## src/rtl/tlb_pkg.sv

```systemverilog
package tlb_pkg;
    localparam int DEF_VA_W  = 14;
    localparam int DEF_PA_W  = 12;
    localparam int DEF_OFF_W = 6;
    localparam int DEF_SETS  = 4;
    localparam int DEF_WAYS  = 4;
endpackage

```

## src/rtl/tlb_victim.sv

```systemverilog
module tlb_victim #(
    parameter int WAYS = 4,
    localparam int IW  = (WAYS > 1) ? $clog2(WAYS) : 1
) (
    input  logic [WAYS-1:0] valid_i,
    input  logic [WAYS-1:0] match_i,
    input  logic [IW-1:0]   ptr_i,
    output logic [IW-1:0]   way_o,
    output logic            repl_o
);
    always_comb begin
        way_o  = ptr_i;
        repl_o = 1'b1;
        for (int i = WAYS - 1; i >= 0; i--) begin
            if (!valid_i[i]) begin
                way_o  = IW'(i);
                repl_o = 1'b0;
            end
        end
        for (int i = WAYS - 1; i >= 0; i--) begin
            if (match_i[i]) begin
                way_o  = IW'(i);
                repl_o = 1'b0;
            end
        end
    end
endmodule

```

## src/rtl/tlb_set.sv

```systemverilog
module tlb_set #(
    parameter int WAYS  = 4,
    parameter int TAG_W = 6,
    parameter int PPN_W = 6,
    localparam int IW   = (WAYS > 1) ? $clog2(WAYS) : 1
) (
    input  logic             clk,
    input  logic             rst_n,
    input  logic             flush_i,
    input  logic [TAG_W-1:0] look_tag_i,
    output logic             look_hit_o,
    output logic [PPN_W-1:0] look_ppn_o,
    input  logic             fill_we_i,
    input  logic [TAG_W-1:0] fill_tag_i,
    input  logic [PPN_W-1:0] fill_ppn_i
);
    logic [WAYS-1:0]  valid_q;
    logic [TAG_W-1:0] tag_q [WAYS];
    logic [PPN_W-1:0] ppn_q [WAYS];
    logic [IW-1:0]    ptr_q;
    logic [WAYS-1:0]  look_vec;
    logic [WAYS-1:0]  fill_vec;
    logic [IW-1:0]    vic_way;
    logic             vic_repl;

    for (genvar g = 0; g < WAYS; g++) begin : g_way
        assign look_vec[g] = valid_q[g] && (tag_q[g] == look_tag_i);
        assign fill_vec[g] = valid_q[g] && (tag_q[g] == fill_tag_i);
    end

    assign look_hit_o = |look_vec;

    always_comb begin
        look_ppn_o = '0;
        for (int w = 0; w < WAYS; w++) begin
            if (look_vec[w]) begin
                look_ppn_o = look_ppn_o | ppn_q[w];
            end
        end
    end

    tlb_victim #(.WAYS(WAYS)) u_victim (
        .valid_i (valid_q),
        .match_i (fill_vec),
        .ptr_i   (ptr_q),
        .way_o   (vic_way),
        .repl_o  (vic_repl)
    );

    always_ff @(posedge clk or negedge rst_n) begin
        if (!rst_n) begin
            valid_q <= '0;
            ptr_q   <= '0;
        end else if (flush_i) begin
            valid_q <= '0;
            ptr_q   <= '0;
        end else if (fill_we_i) begin
            valid_q[vic_way] <= 1'b1;
            if (vic_repl) begin
                ptr_q <= ptr_q + IW'(1);
            end
        end
    end

    always_ff @(posedge clk) begin
        if (fill_we_i && !flush_i) begin
            tag_q[vic_way] <= fill_tag_i;
            ppn_q[vic_way] <= fill_ppn_i;
        end
    end

    function automatic logic tag_present(input logic [TAG_W-1:0] t);
        logic f;
        f = 1'b0;
        for (int w = 0; w < WAYS; w++) begin
            if (valid_q[w] && tag_q[w] == t) f = 1'b1;
        end
        return f;
    endfunction

    AST_ONE_HIT: assert property (@(posedge clk) disable iff (!rst_n)
        $onehot0(look_vec));
    AST_FLUSH_EMPTY: assert property (@(posedge clk) disable iff (!rst_n)
        flush_i |=> (valid_q == '0 && ptr_q == '0));
    AST_FILL_PRESENT: assert property (@(posedge clk) disable iff (!rst_n)
        (fill_we_i && !flush_i) |=> tag_present($past(fill_tag_i)));
    AST_PTR_STEP: assert property (@(posedge clk) disable iff (!rst_n)
        (fill_we_i && !flush_i && (&valid_q) && !(|fill_vec))
        |=> (ptr_q == IW'($past(ptr_q) + 1'b1)));
    AST_PTR_HOLD: assert property (@(posedge clk) disable iff (!rst_n)
        (fill_we_i && !flush_i && (|fill_vec)) |=> $stable(ptr_q));
endmodule

```

## src/rtl/vpage_tlb.sv

```systemverilog
module vpage_tlb
    import tlb_pkg::*;
#(
    parameter int VA_W  = DEF_VA_W,
    parameter int PA_W  = DEF_PA_W,
    parameter int OFF_W = DEF_OFF_W,
    parameter int SETS  = DEF_SETS,
    parameter int WAYS  = DEF_WAYS,
    localparam int VPN_W = VA_W - OFF_W,
    localparam int PPN_W = PA_W - OFF_W,
    localparam int IDX_W = (SETS > 1) ? $clog2(SETS) : 1,
    localparam int TAG_W = VPN_W - IDX_W
) (
    input  logic             clk,
    input  logic             rst_n,
    input  logic             lk_valid_i,
    input  logic [VA_W-1:0]  lk_va_i,
    output logic             lk_hit_o,
    output logic             lk_miss_o,
    output logic [PA_W-1:0]  lk_pa_o,
    input  logic             fill_en_i,
    input  logic [VPN_W-1:0] fill_vpn_i,
    input  logic [PPN_W-1:0] fill_ppn_i,
    input  logic             flush_all_i
);
    logic [SETS-1:0]  set_hit;
    logic [PPN_W-1:0] set_ppn [SETS];
    logic [IDX_W-1:0] lk_idx;
    logic [TAG_W-1:0] lk_tag;
    logic [IDX_W-1:0] fl_idx;
    logic [TAG_W-1:0] fl_tag;
    logic             sel_hit;

    assign lk_idx = lk_va_i[OFF_W +: IDX_W];
    assign lk_tag = lk_va_i[VA_W-1 -: TAG_W];
    assign fl_idx = fill_vpn_i[IDX_W-1:0];
    assign fl_tag = fill_vpn_i[VPN_W-1 -: TAG_W];

    for (genvar s = 0; s < SETS; s++) begin : g_set
        tlb_set #(
            .WAYS  (WAYS),
            .TAG_W (TAG_W),
            .PPN_W (PPN_W)
        ) u_set (
            .clk        (clk),
            .rst_n      (rst_n),
            .flush_i    (flush_all_i),
            .look_tag_i (lk_tag),
            .look_hit_o (set_hit[s]),
            .look_ppn_o (set_ppn[s]),
            .fill_we_i  (fill_en_i && (fl_idx == IDX_W'(s))),
            .fill_tag_i (fl_tag),
            .fill_ppn_i (fill_ppn_i)
        );
    end

    assign sel_hit   = set_hit[lk_idx];
    assign lk_hit_o  = lk_valid_i && sel_hit;
    assign lk_miss_o = lk_valid_i && !sel_hit;
    assign lk_pa_o   = lk_hit_o ? {set_ppn[lk_idx], lk_va_i[OFF_W-1:0]} : '0;

    AST_PA_OFFSET: assert property (@(posedge clk) disable iff (!rst_n)
        lk_hit_o |-> (lk_pa_o[OFF_W-1:0] == lk_va_i[OFF_W-1:0]));
    AST_IDLE_QUIET: assert property (@(posedge clk) disable iff (!rst_n)
        !lk_valid_i |-> (!lk_hit_o && !lk_miss_o && lk_pa_o == '0));
    AST_AFTER_FLUSH_MISS: assert property (@(posedge clk) disable iff (!rst_n)
        flush_all_i |=> !lk_hit_o);
endmodule

```

## config.mk

```make
export PLATFORM = sky130hd
export DESIGN_NAME = vpage_tlb
export DESIGN_NICKNAME = d
export VERILOG_FILES = /design/src/rtl/tlb_pkg.sv /design/src/rtl/tlb_victim.sv /design/src/rtl/tlb_set.sv /design/src/rtl/vpage_tlb.sv
export SDC_FILE = /design/constraint.sdc
export NUM_CORES = 1
export LEC_CHECK = 0
export CAP_MARGIN = 0
export CORE_ASPECT_RATIO = 0.9
export CORE_UTILIZATION = 35
export CTS_BUF_LIST = sky130_fd_sc_hd__clkbuf_4 sky130_fd_sc_hd__clkbuf_8
export CTS_CLUSTER_SIZE = 20
export DETAILED_ROUTE_END_ITERATION = 10
export GPL_TIMING_DRIVEN = 0
export PLACE_DENSITY = 0.57
export SKIP_CTS_REPAIR_TIMING = 1
export SYNTH_ARGS = -nofsm -noshare
export SYNTH_HDL_FRONTEND = slang
export SYNTH_HIERARCHICAL = 1
export SYNTH_SLANG_ARGS = --single-unit
```

## constraint.sdc

```tcl
create_clock -name clk -period 3.68 [get_ports clk]
set_input_delay 0.552 -clock clk [delete_from_list [all_inputs] [get_ports clk]]
set_output_delay 0.552 -clock clk [all_outputs]
set_load 0.02 [all_outputs]
```

-- Yosys cells after proc, flatten, opt, wreduce, memory -nomap -nowiden
Memory sizes are Yosys's and may differ from the RTL's.
Index checks and enable logic that the tools add are counted.
- flip-flop bits (word level): 24
- memory bits (writable): 192
- output and inout bits: 14
- logic and storage cells: 269
- memories: 8
- memories (name ; depth ; width ; read ports ; clocked after Yosys merged registers in ; wr ports ; RTL line ; text):
    g_set[0].u_set.ppn_q ; 4 ; 6 ; 4 ; 0 ; 1 ; tlb_set.sv:19 ; logic [PPN_W-1:0] ppn_q [WAYS];
    g_set[0].u_set.tag_q ; 4 ; 6 ; 4 ; 0 ; 1 ; tlb_set.sv:18 ; logic [TAG_W-1:0] tag_q [WAYS];
    g_set[1].u_set.ppn_q ; 4 ; 6 ; 4 ; 0 ; 1 ; tlb_set.sv:19 ;
    g_set[1].u_set.tag_q ; 4 ; 6 ; 4 ; 0 ; 1 ; tlb_set.sv:18 ;
    g_set[2].u_set.ppn_q ; 4 ; 6 ; 4 ; 0 ; 1 ; tlb_set.sv:19 ;
    g_set[2].u_set.tag_q ; 4 ; 6 ; 4 ; 0 ; 1 ; tlb_set.sv:18 ;
    2 more memories ; n/a ; n/a ; n/a ; n/a ; n/a ; n/a ;
- add/subtract/negate cells: 4
- order comparisons: 10
- equality and inequality tests: 35
- muxes and demuxes: 122
- bitwise logic cells: 17
- reductions and logical operators: 65
- operator list (operator ; count):
    $eq 6x6->1 ; 32
    $mux 6 ; 18
    $mux 2 ; 44
    $or 6x6->6 ; 12
    $logic_and 1x1->1 ; 46
    $mux 1 ; 45
    $mux 4 ; 8
    $or 4x4->4 ; 4
    $reduce_bool 2->1 ; 8
    $reduce_or 4->1 ; 4
    $lt 2x3->1 const B ; 5
    $bmux 6 s2 ; 1
    $mux 12 ; 1
    $add 2x1->2 const B ; 4
    $demux 1 s2 ; 4
    $ge 2x1->1 const B ; 4
    $reduce_and 2->1 ; 4
    $eq 2x2->1 const B ; 2
    $ge 3x3->1 const B ; 1
    $not 2->3 ; 1
    $bmux 1 s2 ; 1
    $eq 2x1->1 const B ; 1
    $logic_not 1->1 ; 2
    $logic_not 2->1 ; 1

-- Depth between registers and ports, before layout
Gate-level depths: netlist (run 1).
- depth in word-level cells: 15
- depth in mapped cells: 9
- depth with buffers taken out: 8

-- Modules after synthesis
The synthesis (run 1) kept the hierarchy.
- modules (own cells, without submodules) (module ; instances ; cells each ; area each (sq um) ; seq. area each (sq um)):
    tlb_set at g_set[1].u_set ... ; 2 ; 206 ; 2612.5 ; 1591.5
    tlb_set at g_set[3].u_set ; 1 ; 198 ; 2607.5 ; 1591.5
    tlb_set at g_set[0].u_set ; 1 ; 194 ; 2563.7 ; 1591.5
    vpage_tlb ; 1 ; 33 ; 337.8 ; 0.0
    tlb_victim ; 4 ; 12 ; 73.8 ; 0.0

-- Worst setup path after synthesis (run 1)
No wires, ideal clock.
- path type: in2reg
- start: in fill_vpn_i[2]
- end: mem g_set[3].u_set.ppn_q[2][0], enable pin
- data arrival time: 2.676 ns
- required time: 3.278 ns
- path slack: 0.602 ns
- stages on the path: 7
- path buffers: 1
- path through: clkbuf_1 xnor2_1 nand4_1 nor4_1 a311oi_1 nor3_1 nor3b_1
- cells in the longest elaborated chain, start to end: 6
- elaborated cells between the ends (all ways): 12
- ends and longest elaborated chain (item ; RTL line ; text):
    start, declared ; vpage_tlb.sv:22 ; input logic [VPN_W-1:0] fill_vpn_i,
    $eq 6x6->1 ; tlb_set.sv:28 ; assign fill_vec[g] = valid_q[g] && (tag_q[g] == fill_tag_i);
    $logic_and 1x1->1 ; tlb_set.sv:28 ;
    via g_set[3].u_set.fill_vec[3] ; tlb_set.sv:22 ; logic [WAYS-1:0] fill_vec;
    $mux 2 (4 in a row) ; tlb_victim.sv:21 ; if (match_i[i]) begin
    via g_set[3].u_set.vic_way[1] ; tlb_set.sv:23 ; logic [IW-1:0] vic_way;
    end, declared ; tlb_set.sv:19 ;
The timed path passes the listed nets, and every way through them passes these cells.

-- Worst setup path in the final report (run 1)
- start: in fill_vpn_i[3]
- end: mem g_set[2].u_set.tag_q[2][5], enable pin
- cells in the longest elaborated chain, start to end: 6
- elaborated cells between the ends (all ways): 12
- ends and longest elaborated chain (item ; RTL line):
    $eq 6x6->1 ; tlb_set.sv:28
    $logic_and 1x1->1 ; tlb_set.sv:28
    via g_set[2].u_set.fill_vec[3] ; tlb_set.sv:22
    $mux 2 (4 in a row) ; tlb_victim.sv:21
    via g_set[2].u_set.vic_way[1] ; tlb_set.sv:23
    end, declared ; tlb_set.sv:18
The timed path passes the listed nets, and every way through them passes these cells.

==> metrics, run 1 <==
endpoint kind of the worst setup timing path=flop; run status=complete, no violations; depth of the worst register-to-register path=5; dominant synthesized flop cell=edfxtp_1; CTS tree=yes; total number of nets in the final design=roughly 1000; tightest hold margin=~0.076 ns; worst supply voltage drop on vdd=about 0.24 mV; top-level port count=47; area after detailed placement=roughly 12000 um^2; gp weighted congestion=roughly 0.85; critical path class=input port to flop; synthesized flop and latch total=216; clock latency of the later-clocked register in the worst-skew pair=between 0.5 and 0.6 ns; final-report hold violation count=0; CTS Buf Count=38; most frequent standard cell in the layout excluding fill and tap cells=edfxtp_1; mux share of post-synthesis cell area=between 1.5 and 2%; required arrival time at the worst endpoint=between 3 and 4 ns; leading cell types in the layout, fill and taps excluded=edfxtp_1, xor2_1, nor2_1; width of the die=approximately 190 um; Power Dens Cells=approximately 410 nW/um^2; post-synth top area cell=edfxtp_1; Worst Setup Start Kind=input port; number of levels the H-tree was split into=2; crit path max-delay cell type=nor3b_2; xor and xnor area share after synthesis=16.2%; total congestion overflow=0; library cells used by synthesis=46; Leak Pwr=4.83 nW; Rel. slew slack=about 15%; wire length of the first global-routing pass=~44000 um; worst-case clock buffer depth=3; Antenna Violating Nets Remaining=0; post-route standard cell area excluding fillers=approximately 13000 um^2; final routed wirelength across all metal layers=approximately 30000 um; highest net fanout along the worst path=23; antenna cell count=0; Post-Syn Area per Cell=~12 um^2; post-detailed-placement half-perimeter wirelength=just under 20000 um; Place WS=-1.59 ns; register clock-pin slew on the reported worst setup and hold paths=about 0.060 ns; max-cap violation count=0; cell types with the largest area share after synthesis=edfxtp_1, xor2_1, dfrtp_1; beginning of the worst register-to-register path=g_set[2].u_set/tag_q[3][5]$_DFFE_PP_; initial cell density of the core=between 30% and 40%; detailed-route via count=7478; final number of max-transition violations=0; share of the cycle needed by the critical path after routing=between 90% and 100%; kind of path behind the tightest hold check=input port to asynchronous set/reset pin; Post-synth EDFFs=192; IO buf count=44; cell-by-cell trace of the critical path=clkbuf_2 > clkbuf_1 > xnor2_1 > nand4_1 > nor4_1 > a311oi_1 > nor3_1 > nor3b_2; number of global-route vias before repair=about 7000; cell area after synthesis=~11000 um^2; setup slack of the critical path after layout=between 0.07 and 0.08 ns; total routing usage reported by global routing=18.5%; area of the placeable core=~31000 um^2; CP Data Arrival Time=3.75 ns; Compound-Gate Fraction of Synth Area=under 10%; unrepaired setup endpoints after global routing=true; worst r2r dst=g_set[2].u_set/tag_q[2][5]$_DFFE_PP_; largest family of logic cells by synthesized area=simple AND/OR/NAND/NOR gates; Post-Synthesis Cells=approximately 890; DRC violations left=0; number of clock sinks=between 200 and 250; proportion of layout cells with a drive suffix above 1=16.2%; maximum number of pins on one net before global-route repair=33; Async S/R FF share, synth=approximately 11%; area share of fa/ha/maj cells after synthesis=0%; number of search-and-repair iterations in the first detailed-routing pass=5; nets in the synthesized netlist=between 900 and 1000; Setup violations, final=0; portion of synthesized cell area occupied by the leading cell type=between 50% and 60%; Root Driver=clkbuf_8; DR vias/cell=~5.3; maximum single-stage delay on the critical path=just under 0.9 ns; initial antenna violation count=0; count of standard-cell rows=between 60 and 70; Area Growth Syn to Fin=17.9%; shortest clock period the worst path allows after layout=about 3.6 ns; portion of the post-synthesis area used by sequential elements=a little under 60%; Routed WL per cell=20.9 um; worst-case register-to-register setup slack=between 0.5 and 0.6 ns; number of synthesis warnings=6; synthesized-area fraction occupied by and/or/nand/nor cells=~18%; die outline area=32200 um^2; DRC marker count from the first detailed-route iteration=approximately 530; overall die height=between 150 and 200 um; measured slew at the worst slew-check pin=about 1.3 ns; share of the core filled with cells=between 40% and 50%; Final Skew=between 0.01 and 0.015 ns; Achievable Freq=approximately 280 MHz
==> sequential cells by signal, summed over array words and instances, names as in the netlist <==
register / count
g_set.u_set/tag_q: 96
g_set.u_set/ppn_q: 96
g_set.u_set/valid_q: 16
g_set.u_set/ptr_q: 8
==> report_power, final <==
group          internal [mW]  leakage, nW  switching (mW)
clock                   1.21        0.408           0.988
combinational          0.120         2.35           0.264
sequential              2.69         2.06          0.0159
==> worst max-delay path by stage <==
stage | slack (ns) | startpoint | depth (start not counted) | to
6_report | 0.08 | fill_vpn_i[3] | 8 | g_set[2].u_set/tag_q[2][5]$_DFFE_PP_
5_1_grt | -0.16 | fill_vpn_i[3] | 8 | g_set[2].u_set/ppn_q[2][1]$_DFFE_PP_
4_1_cts | -1.45 | lk_va_i[8] | 10 | lk_pa_o[9]
3_5_place_dp | -1.59 | fill_vpn_i[2] | 9 | g_set[0].u_set/tag_q[1][1]$_DFFE_PP_
3_3_place_gp | -2.25 | fill_vpn_i[4] | 7 | g_set[0].u_set/tag_q[0][4]$_DFFE_PP_
2_1_floorplan | 0.60 | fill_vpn_i[2] | 7 | g_set[3].u_set/ppn_q[2][0]$_DFFE_PP_
==> stage by stage <==
| step | setup TNS, ns | instances | total power, mW |
|---|---|---|---|
| 6_report | 0 | 1420 | 5.29 |
| 5_1_grt | -2.79 | 1420 | 5.48 |
| 4_1_cts | -123.66 | 1415 | 5.33 |
| 3_5_place_dp | -238.53 | 1345 | 3.13 |
| 3_3_place_gp | -335.00 | 1338 | 3.12 |
| 2_1_floorplan | 0 | 885 | 2.93 |
==> layer usage <==
| metal | wire length (um) | GRT usage (%) |
|---|---|---|
| met1 | 13800 | 26.1 |
| met2 | 13500 | 29.2 |
| met3 | 1650 | 2.70 |
| met4 | 717 | 6.00 |
| met5 | 0 | 0 |
==> final cells by class <==
type,count,area [um^2]
multi-input combinational,618,4590
clock inverter,13,56.3
timing repair buffer,56,548
tap,409,512
inverter,30,113
fill,2939,17900
buffer,21,124
sequential,216,6370
clock buffer,57,697
==> Yosys cell counts (14+ instances only) <==
master / number
a21o_1: 14
and3_1: 22
dfrtp_1: 24
edfxtp_1: 192
inv_1: 30
nand2_1: 55
nand3_1: 55
nand4_1: 41
nor2_1: 69
nor4_1: 27
xnor2_1: 55
xor2_1: 145
==> cell families (layout without fill, tap and decap cells) <==
kind of cell | after synthesis | count (layout)
XOR/XNOR | 202 | 202
buffers and inverters | 51 | 177
AO/OA/AOI/OAI | 56 | 56
multiplexers | 9 | 9
flip-flops | 216 | 216
AND/OR/NAND/NOR | 351 | 351
==> worst max-delay path, delay by kind of cell <==
| family | cells | cell delay (ns) |
|---|---|---|
| AND/OR/NAND/NOR | 4 | 2.01 |
| XOR/XNOR | 1 | 0.16 |
| buffers and inverters | 2 | 0.90 |
| AO/OA/AOI/OAI | 1 | 0.10 |
Power figures use the tool's default switching activity.
==> run 2, diff against run 1 <==
CORE_UTILIZATION = 40   (was 35)
PLACE_DENSITY = 0.62   (was 0.57)
==> metrics, run 2 (synthesis results as in run 1) <==
final number of max-transition violations=0; total routing usage reported by global routing=20.8%; number of global-route vias before repair=~7300; area of the placeable core=27000 um^2; kind of path behind the tightest hold check=input port to asynchronous set/reset pin; number of clock sinks=around 220; endpoint kind of the worst setup timing path=primary output; Max Used Layer=met4; maximum single-stage delay on the critical path=between 0.5 and 0.6 ns; Antenna Violating Nets Remaining=0; required arrival time at the worst endpoint=3.13 ns; most frequent standard cell in the layout excluding fill and tap cells=edfxtp_1; # fillers=2395; top cell family by delay on the critical path=simple AND/OR/NAND/NOR gates; initial antenna violation count=0; Leak Pwr=slightly below 5 nW; crit path max-delay cell type=clkdlybuf4s50_1; maximum number of pins on one net before global-route repair=33; total number of nets in the final design=just over 1000; DR vias/cell=roughly 5.5; clock latency of the later-clocked register in the worst-skew pair=approximately 0.52 ns; gp weighted congestion=0.815; met3 layer wire length in the routed design=~1800 um; post-detailed-placement half-perimeter wirelength=19300 um; measured slew at the worst slew-check pin=roughly 1.2 ns; final routed wirelength across all metal layers=between 20000 and 30000 um; Worst Setup Start Kind=flop; worst-case clock buffer depth=3; Achievable Freq=283 MHz; run status=complete, no violations; cell-by-cell trace of the critical path=xor2_2 > nor3_4 > nand4_1 > nand4_1 > mux2i_1 > mux2_2 > and2_1 > clkdlybuf4s50_1; final-report hold violation count=0; register clock-pin slew on the reported worst setup and hold paths=roughly 0.060 ns; critical path buffer and inverter count=1; critical path class=flop to primary output; initial cell density of the core=between 40% and 50%; post-route standard cell area excluding fillers=13000 um^2; Rel. slew slack=21.0%; Detail Route met2 WL=approximately 13000 um; Final Skew=around 0.018 ns; Cells after DPL=about 1300; CTS Buf Count=37; number of search-and-repair iterations in the first detailed-routing pass=6; total congestion overflow=0; unrepaired setup endpoints after global routing=false; share of the core filled with cells=between 40% and 50%; highest net fanout along the worst path=4; CP Data Arrival Time=roughly 3 ns; CTS tree=yes; critical path's most frequent cell=nand4_1; post-layout instance count excluding filler cells=around 1400; area after detailed placement=about 12000 um^2; share of the cycle needed by the critical path after routing=a little over nine tenths; wire length on met1=13100 um; IO buf count=44; count of standard-cell rows=between 50 and 60; max-cap violation count=0; leading cell types in the layout, fill and taps excluded=edfxtp_1, xor2_1, nand2_1, nand3_1, xnor2_1; Setup violations, final=0; Routed WL per cell=about 21 um; Root Driver=clkbuf_8; overall die height=160 um; final total negative setup slack=0 ns; DRC marker count from the first detailed-route iteration=630; width of the die=177 um; leading registers by flop count=g_set.u_set/ppn_q x96, g_set.u_set/tag_q x96, g_set.u_set/valid_q x16; worst supply voltage drop on vdd=0.212 mV; Power Dens Cells=roughly 400 nW/um^2; shortest clock period the worst path allows after layout=around 3.5 ns; wire length of the first global-routing pass=43700 um; DRC violations left=0; number of levels the H-tree was split into=2; detailed-route via count=7482; Area Growth Syn to Fin=17.7%; proportion of layout cells with a drive suffix above 1=17.0%; die outline area=~28000 um^2; top-level port count=47; antenna cell count=0; worst-case register-to-register setup slack=0.60 ns
[run 2: path summary, 6_finish.rpt]
check / end / depth (start not counted) / startpoint
max in group asynchronous: g_set[2].u_set/valid_q[3]$_DFFE_PN0P_ / 1 / rst_n
min in group clk: g_set[2].u_set/ptr_q[1]$_DFFE_PN0P_ / 2 / g_set[2].u_set/ptr_q[1]$_DFFE_PN0P_
worst max-delay path: lk_miss_o / 8 / g_set[1].u_set/tag_q[0][4]$_DFFE_PP_
worst min register to register: g_set[2].u_set/ptr_q[1]$_DFFE_PN0P_ / 2 / g_set[2].u_set/ptr_q[1]$_DFFE_PN0P_
worst min-delay path: g_set[0].u_set/ptr_q[1]$_DFFE_PN0P_ / 1 / rst_n
worst max register to register: g_set[0].u_set/ppn_q[3][1]$_DFFE_PP_ / 6 / g_set[0].u_set/tag_q[1][2]$_DFFE_PP_
[run 2: power breakdown]
group	internal, mW	switching, mW
sequential	2.69	0.0165
clock	1.13	0.978
combinational	0.123	0.261
total	3.94	1.26
[run 2: metrics by stage]
stage	hold WS, ns	worst slack (ns)	total power [mW]
2_1_floorplan	0.256	0.602	2.93
3_3_place_gp	0.521	-2.08	3.12
5_1_grt	0.106	0.00286	5.38
6_report	0.0698	0.150	5.20
4_1_cts	0.0756	-1.40	5.23
3_5_place_dp	0.522	-1.80	3.12
[run 2: area by class of cell]
class                   count  area [um^2]  area share (%)
multi-input cells         618         4650            35.8
flip-flops and latches    216         6370            49.0
clock inverters            15         71.3           0.549
plain buffers              21          124           0.954
clock buffers              52          641            4.93
repair buffers             59          578            4.45
well taps                 354          443            3.41
inverters                  30          113           0.867
[run 2: metal layers]
layer	global-route usage (%)	up-vias
met1	29.2	3718
met2	32.5	245
li1	-	3475
met4	5.92	0
met3	4.13	44
met5	0	-
==> run 3, diff against run 2 <==
CTS_CLUSTER_DIAMETER = 100   (was default)
SLEW_MARGIN = 15   (was default)
==> metrics, run 3 (synthesis results as in run 1) <==
count of standard-cell rows=57; post-detailed-placement half-perimeter wirelength=about 20000 um; proportion of layout cells with a drive suffix above 1=12.8%; most frequent standard cell in the layout excluding fill and tap cells=edfxtp_1; # fillers=2460; Rel. slew slack=between 10% and 20%; leading registers by flop count=g_set.u_set/ppn_q x96, g_set.u_set/tag_q x96, g_set.u_set/valid_q x16; Top Usage Layer GRT=met2; GR Layer Usage met2=a little under a third; endpoint kind of the worst setup timing path=primary output; Achievable Freq=about 280 MHz; overall die height=160 um; number of global-route vias before repair=roughly 7100; share of the core filled with cells=roughly 46%; beginning of the worst register-to-register path=g_set[0].u_set/valid_q[3]$_DFFE_PN0P_; initial antenna violation count=0; number of levels the H-tree was split into=1; area of the placeable core=around 27000 um^2; run status=complete, no violations; worst-case clock buffer depth=3; Area Growth Syn to Fin=13.6%; DRC violations left=0; final total negative setup slack=0 ns; worst supply voltage drop on vdd=0.187 mV; wire length of the first global-routing pass=42500 um; met1 track demand over resource=a little under 30%; total congestion overflow=0; required arrival time at the worst endpoint=roughly 3.1 ns; share of the cycle needed by the critical path after routing=a little over nine tenths; Leak Pwr=around 4.6 nW; combinational cell fraction of total power=approximately 8.8%; Seq pwr share=between 60% and 70%; measured slew at the worst slew-check pin=about 1.2 ns; Routed WL per cell=around 21 um; critical path class=flop to primary output; leading cell types in the layout, fill and taps excluded=edfxtp_1, xor2_1, nor2_1, nand2_1, nand3_1; CTS tree=yes; total number of nets in the final design=~990; clock latency of the later-clocked register in the worst-skew pair=roughly 0.52 ns; register clock-pin slew on the reported worst setup and hold paths=roughly 0.12 ns; worst r2r dst=g_set[0].u_set/ppn_q[2][0]$_DFFE_PP_; area after detailed placement=12000 um^2; critical path startpoint=g_set[0].u_set/tag_q[3][0]$_DFFE_PP_; number of search-and-repair iterations in the first detailed-routing pass=5; CP Data Arrival Time=about 3.0 ns; global-route track usage on met3=roughly 2.9%; kind of path behind the tightest hold check=input port to asynchronous set/reset pin; switch share=a little under a quarter; die outline area=28200 um^2; top-level port count=47; Worst Setup Start Kind=flop; shortest clock period the worst path allows after layout=about 3.5 ns; depth of the worst register-to-register path=7; Place WS=-1.61 ns; DRC marker count from the first detailed-route iteration=between 500 and 600; portion of total power attributed to the clock network=between 20% and 30%; max-cap violation count=0; Root Driver=clkbuf_8; number of clock sinks=216; setup slack of the critical path after layout=around 0.16 ns; CTS Buf Count=14; unrepaired setup endpoints after global routing=false; Final Skew=between 0.03 and 0.04 ns; initial cell density of the core=roughly 41%; worst-case register-to-register setup slack=slightly above 0.6 ns; final routed wirelength across all metal layers=between 20000 and 30000 um; Power Dens Cells=around 350 nW/um^2; gp weighted congestion=between 0.8 and 0.9; detailed-route via count=around 7300; antenna cell count=0; width of the die=about 180 um; DR vias/cell=approximately 5.6; final-report hold violation count=0; post-route standard cell area excluding fillers=12500 um^2; Antenna Violating Nets Remaining=0; internal portion of total power=roughly 3.3 mW; IO buf count=44; highest net fanout along the worst path=10; Setup violations, final=0; switching power of the nets=1.03 mW; maximum number of pins on one net before global-route repair=25; final number of max-transition violations=0; total routing usage reported by global routing=between 20 and 25%
==> run 3: changes by cell type in the layout (fill, tap and decap cells not counted), moves of 2 or more <==
cell / before / now
nor2_1: 53 / 59
buf_2: 3 / 5
nor2_2: 12 / 7
clkinv_1: 8 / 0
clkbuf_8: 40 / 15
xor2_2: 8 / 3
buf_6: 11 / 9
clkinv_2: 5 / 0
xor2_1: 139 / 144
clkbuf_4: 18 / 14
buf_16: 1 / 3
==> run 3: per-layer routing <==
layer / up-vias / part of all wire [%]
met5: - / 0
met4: 0 / 2.4
met3: 47 / 5.5
met2: 220 / 46
met1: 3656 / 46
li1: 3415 / -
==> run 3: worst max-delay path, cell delays in order, from the launching register on <==
cell	delay, ns
edfxtp_1	0.44
xor2_1	0.20
nor3_4	0.34
nand4b_1	0.20
nand4_1	0.20
mux2i_1	0.12
o22ai_2	0.16
buf_6	0.18
clkdlybuf4s50_1	0.61
==> run 3: worst max-delay path by stage <==
stage,end,depth (start not counted)
after floorplan,g_set[3].u_set/ppn_q[2][0]$_DFFE_PP_,7
after global placement,g_set[0].u_set/ppn_q[0][2]$_DFFE_PP_,7
after detailed placement,g_set[3].u_set/tag_q[1][0]$_DFFE_PP_,9
after CTS,g_set[3].u_set/tag_q[1][0]$_DFFE_PP_,9
after global routing,g_set[0].u_set/ppn_q[2][0]$_DFFE_PP_,9
final,lk_hit_o,8
==> run 3: power by group through the flow <==
stage	clock, mW	combinational, mW	sequential, mW
after floorplan	0	0.181	2.75
after global placement	0	0.361	2.76
final	1.29	0.385	2.70
after global routing	1.38	0.415	2.70
after CTS	1.32	0.372	2.70
after detailed placement	0	0.371	2.76
==> run 3: area by class of cell <==
class	instances	area [um^2]	share of cell area, %
clock inverters	1	30.0	0.240
plain buffers	21	124	0.989
well taps	354	443	3.53
clock buffers	23	267	2.13
multi-input cells	618	4580	36.5
inverters	30	113	0.899
repair buffers	59	611	4.87
flip-flops and latches	216	6370	50.8
==> run 3: stage by stage <==
| stage | instances | hold slack [ns] | power (mW) |
|---|---|---|---|
| CTS | 1317 | 0.0590 | 4.40 |
| global placement | 1283 | 0.521 | 3.12 |
| finish | 1322 | 0.0514 | 4.37 |
| detailed placement | 1293 | 0.532 | 3.13 |
| global route | 1322 | 0.0880 | 4.50 |
| floorplan | 885 | 0.256 | 2.93 |
